**src/rtl/spi_sclk_div_pkg.sv**
```systemverilog
package spi_sclk_div_pkg;

    typedef enum logic [0:0] {
        DIV_IDLE = 1'b0,
        DIV_RUN  = 1'b1
    } div_state_e;

endpackage

```
**src/rtl/spi_sclk_pre_norm.sv**
```systemverilog
// Turns the raw prescale field into the reload value of the half-prescale
// counter: (P/2 - 1), where P is the field with bit 0 cleared, floored at 2.
module spi_sclk_pre_norm #(
    parameter int PRE_W = 8
) (
    input  logic [PRE_W-1:0] pre_raw,
    output logic [PRE_W-2:0] half_m1
);
    localparam int HW = PRE_W - 1;

    logic [HW-1:0] half_raw;

    always_comb begin
        half_raw = pre_raw[PRE_W-1:1];
        if (half_raw == '0) begin
            half_m1 = '0;
        end else begin
            half_m1 = half_raw - HW'(1);
        end
    end
endmodule

```
**src/rtl/spi_sclk_count_stage.sv**
```systemverilog
// Reloading down-counter: wraps to reload_val after reaching zero on a step.
module spi_sclk_count_stage #(
    parameter int W = 8
) (
    input  logic         clk,
    input  logic         rst_n,
    input  logic         clear,
    input  logic         load,
    input  logic         step,
    input  logic [W-1:0] reload_val,
    output logic         wrap
);
    logic [W-1:0] cnt_q;
    logic         at_zero;

    assign at_zero = (cnt_q == '0);
    assign wrap    = step && at_zero;

    always_ff @(posedge clk or negedge rst_n) begin
        if (!rst_n) begin
            cnt_q <= '0;
        end else if (clear) begin
            cnt_q <= '0;
        end else if (load) begin
            cnt_q <= reload_val;
        end else if (step) begin
            if (at_zero) begin
                cnt_q <= reload_val;
            end else begin
                cnt_q <= cnt_q - W'(1);
            end
        end
    end
endmodule

```
**src/rtl/spi_sclk_divider.sv**
```systemverilog
module spi_sclk_divider
    import spi_sclk_div_pkg::*;
#(
    parameter int PRE_W  = 8,
    parameter int POST_W = 8
) (
    input  logic              clk,
    input  logic              rst_n,
    input  logic              run_en,
    input  logic [PRE_W-1:0]  pre_sel,
    input  logic [POST_W-1:0] post_sel,
    output logic              edge_tick,
    output logic              sclk_ref
);
    localparam int HALF_W = PRE_W - 1;

    div_state_e        state_q;
    div_state_e        state_d;
    logic [HALF_W-1:0] half_pre_m1;
    logic              do_start;
    logic              do_count;
    logic              pre_wrap;
    logic              post_wrap;

    spi_sclk_pre_norm #(.PRE_W(PRE_W)) u_norm (
        .pre_raw (pre_sel),
        .half_m1 (half_pre_m1)
    );

    assign do_start = (state_q == DIV_IDLE) && run_en;
    assign do_count = (state_q == DIV_RUN) && run_en;

    spi_sclk_count_stage #(.W(HALF_W)) u_pre (
        .clk        (clk),
        .rst_n      (rst_n),
        .clear      (!run_en),
        .load       (do_start),
        .step       (do_count),
        .reload_val (half_pre_m1),
        .wrap       (pre_wrap)
    );

    spi_sclk_count_stage #(.W(POST_W)) u_post (
        .clk        (clk),
        .rst_n      (rst_n),
        .clear      (!run_en),
        .load       (do_start),
        .step       (pre_wrap),
        .reload_val (post_sel),
        .wrap       (post_wrap)
    );

    always_comb begin
        state_d = state_q;
        unique case (state_q)
            DIV_IDLE: if (run_en)  state_d = DIV_RUN;   // START
            DIV_RUN:  if (!run_en) state_d = DIV_IDLE;  // STOP
            default:  state_d = DIV_IDLE;
        endcase
    end

    always_ff @(posedge clk or negedge rst_n) begin
        if (!rst_n) begin
            state_q <= DIV_IDLE;
        end else begin
            state_q <= state_d;
        end
    end

    always_ff @(posedge clk or negedge rst_n) begin
        if (!rst_n) begin
            edge_tick <= 1'b0;
            sclk_ref  <= 1'b0;
        end else begin
            unique case (state_q)
                DIV_IDLE: begin
                    edge_tick <= 1'b0;
                    sclk_ref  <= 1'b0;
                end
                DIV_RUN: begin
                    if (!run_en) begin
                        edge_tick <= 1'b0;
                        sclk_ref  <= 1'b0;
                    end else begin
                        edge_tick <= post_wrap;
                        if (post_wrap) begin
                            sclk_ref <= ~sclk_ref;
                        end
                    end
                end
                default: begin
                    edge_tick <= 1'b0;
                    sclk_ref  <= 1'b0;
                end
            endcase
        end
    end
endmodule

```
**config.mk**
```make
export PLATFORM = sky130hd
export DESIGN_NAME = spi_sclk_divider
export DESIGN_NICKNAME = d
export VERILOG_FILES = /design/src/rtl/spi_sclk_div_pkg.sv /design/src/rtl/spi_sclk_pre_norm.sv /design/src/rtl/spi_sclk_count_stage.sv /design/src/rtl/spi_sclk_divider.sv
export SDC_FILE = /design/constraint.sdc
export NUM_CORES = 1
export LEC_CHECK = 0
export BUFFER_PORTS_ARGS = -buffer_cell sky130_fd_sc_hd__buf_2
export CAP_MARGIN = 20
export CORE_ASPECT_RATIO = 1.2
export CORE_MARGIN = 2
export CORE_UTILIZATION = 50
export CTS_CLUSTER_DIAMETER = 80
export DETAILED_ROUTE_END_ITERATION = 7
export GPL_ROUTABILITY_DRIVEN = 0
export PLACE_DENSITY = 0.81
export SLEW_MARGIN = 10
export SYNTH_ARGS = -nofsm -noshare
export SYNTH_HDL_FRONTEND = slang
export SYNTH_SLANG_ARGS = --single-unit
```
**constraint.sdc**
```tcl
create_clock -name clk -period 2.1 [get_ports clk]
set_input_delay 0.105 -clock clk [delete_from_list [all_inputs] [get_ports clk]]
set_output_delay 0.105 -clock clk [all_outputs]
set_load 0.03 [all_outputs]
```
==> impl_results.md <==
* Die height at 59.0 µm
* Area grow syn2layout at 16.7%
* Post-DR vias/cell at 5.94
* Worst VDD drop at 793 µV
* Register-to-register setup slack at 0.14 ns
* Yosys warns at 0
* Slew @ Worst Pin at 0.521 ns
* Mapped Area at 1260 µm²
* Slowest cell delay on critical path at 0.52 ns
* Slew HR at 0.650
* RSZ-0062 raised after global routing: no
* Grt met3 use at 0.0278
* Startpoint type of the worst setup path: flop
* Core area at 2350 µm²
* Grt peak-use layer: met2
* Clk sinks at 18
* Final Critical Period at 1.96 ns
* Via count at 1,159
* CTS root buffer: clkbuf_4
* Post-DP HPWL at 2240 µm
* Final nets at 190
* Worst-Skew Late Latency at 0.30 ns
* Gr usage total at 0.224
* Final Cell Area at 1470 µm²
* Global routing usage on met2 at 0.427
* Syn Nets at 162
* GR met1 Demand/Resource at 0.252
* Vias in the first global route at 1,191
* CTS tree: built
* Final period util at 0.932
* Fin. max-slew vios at 0
* Worst Clk Skew at 0.00330 ns
* Top FF cell, synth: dfrtp_1
* Max Clock Freq at 0.511 GHz
* Clock Path Buffers at 2
* Post_cts resized at 0
* Final setup fails at 0
* Async S/R FF share, synth at 1.00
* Detailed Route Iter0 Violations at 29
* # IOs at 21
* Dpl cell area at 1430 µm²
* CP arrival at 2.18 ns
* Leakage at 0.000642 µW
* Area share of the largest cell type after synthesis at 0.357
* CTS clk-pin slew, worst paths at 0.11 ns
* Yosys reg bits at 18
* Num CTS Buffers at 3
* Die X at 49.8 µm
* Max-Cap Viols at 0
* Status: finished clean
* Initial core utilization at 0.536
* Port bufs at 19
* WHS at 0.0411 ns
* WL final at 2850 µm
* Leading area contributor after synthesis: dfrtp_1
* Row count at 19
* First-pass GRT wire length at 5050 µm
* Synth cell types at 40
* Crit Path Max Fanout at 5
* Antenna diode count at 0
* CTS H-Tree Depth at 1
* Sequential share of the synthesized area at 0.357
* Most frequent cells in the layout: buf_2, dfrtp_1, nor2_1, xnor2_1
* EDFF count, synth at 0
* Area contributors post-synth: dfrtp_1, xnor2_1, ha_1
* Largest net degree at the start of global routing at 19
* DR WL/cell at 14.6 µm
* Die area at 2940 µm²
* ANT nets after route at 0
* Final hold violation count at 0
* Hold WC Path Type: in -> reg
* Layout Utilization at 0.625
* Most common cell after layout, fill and taps aside: buf_2
* Gate Count Post-Synth at 137
* Pwr Density at 978 nW/µm²
* Initial antenna violation count at 0
* Critical path class: reg -> reg
* Drt pass-1 iters at 4
* Setup TNS at 0 ns
* Share of cells above drive strength 1 at 0.207
* CP max-delay cell: or4b_4
* DRC viols at 0
* Total grt overflow at 0
* Avg Inst Size Synth at 9.21 µm²
* Inst Count DP at 190
* Post-CTS Setup Bufs at 0
* Crit. End Element: flop
* Layout Cells excl Fill at 195
* CP cell instances: inv_1 -> ha_1 -> or4b_4 -> o21ai_0 -> buf_4 -> nand3_1 -> a21boi_0
* CP Data Required Time at 2.33 ns
==> report_power, final <==
part | internal (µW) | switching [µW]
registers | 411 | 82.0
logic | 334 | 392
clock network | 106 | 114
==> state kept, by name (all words and copies together), names as in the netlist <==
register      cells
state_q           1
sclk_ref          1
u_pre.cnt_q       7
edge_tick         1
u_post.cnt_q      8
==> metrics by stage <==
stage	power (µW)	worst slack, ns
2_1_floorplan	986	0.326
3_3_place_gp	1190	0.214
3_5_place_dp	1210	0.186
4_1_cts	1430	0.158
5_1_grt	1540	0.00939
6_report	1440	0.143
==> worst paths after layout <==
check | from | to | depth (start not counted)
min in group asynchronous | rst_n | u_post.cnt_q[1]$_DFFE_PN0P_ | 2
worst max-delay path | u_post.cnt_q[0]$_DFFE_PN0P_ | u_post.cnt_q[7]$_DFFE_PN0P_ | 7
worst min-delay path | run_en | state_q$_DFF_PN0_ | 1
worst min register to register | sclk_ref$_DFFE_PN0P_ | sclk_ref$_DFFE_PN0P_ | 2
worst max register to register | u_post.cnt_q[0]$_DFFE_PN0P_ | u_post.cnt_q[7]$_DFFE_PN0P_ | 7
max in group asynchronous | rst_n | u_pre.cnt_q[6]$_DFFE_PN0P_ | 2
==> kinds of logic (layout without fill, tap and decap cells) <==
group / Yosys count / count (layout) / share of synthesized area
adders and majority gates: 6 / 6 / 0.0595
muxes: 4 / 4 / 0.0317
DFF: 18 / 18 / 0.357
buffers and inverters: 10 / 37 / 0.0298
AOI/OAI and AO/OA: 36 / 36 / 0.199
and+or+nand+nor: 54 / 54 / 0.260
xor gates and xnor gates: 9 / 9 / 0.0625
==> cell type report <==
| cell class | instances | area (µm²) |
|---|---|---|
| Multi-Input combinational cell | 109 | 773 |
| Clock buffer | 4 | 36.3 |
| Fill cell | 207 | 882 |
| Tap cell | 31 | 38.8 |
| Inverter | 8 | 30.0 |
| Sequential cell | 18 | 450 |
| Timing Repair Buffer | 25 | 143 |
==> worst max-delay path, delay by kind of cell, from the launching register on <==
| kind | cells | cell delay [ns] |
|---|---|---|
| flip-flops | 1 | 0.44 |
| AND/OR/NAND/NOR | 2 | 0.58 |
| AO/OA/AOI/OAI | 2 | 0.42 |
| adder cells (fa/ha/maj) | 1 | 0.17 |
| buffers and inverters | 2 | 0.27 |
==> repair_timing <==
item / in CTS / in global routing
hold endpoints to repair: 18 / 0
setup endpoints to repair: 0 / 0
hold buffers: 1 / 0
==> metal layers <==
layer	up-vias	part of all wire
li1	566	-
met3	5	0.026
met4	0	0.013
met5	-	0
met1	562	0.42
met2	26	0.54
==> cells in the mapped netlist, types with 3 or more instances <==
library cell,number
inv_1,8
nor3b_1,4
nand2_1,8
ha_1,6
dfrtp_1,18
a21boi_0,5
a21oi_1,4
o21ai_0,6
nand3_1,3
nor4_1,5
nor2_1,10
o22ai_1,7
nor3_1,8
mux2i_1,4
xnor2_1,9
o21a_1,3
Power figures use the tool's default switching activity.
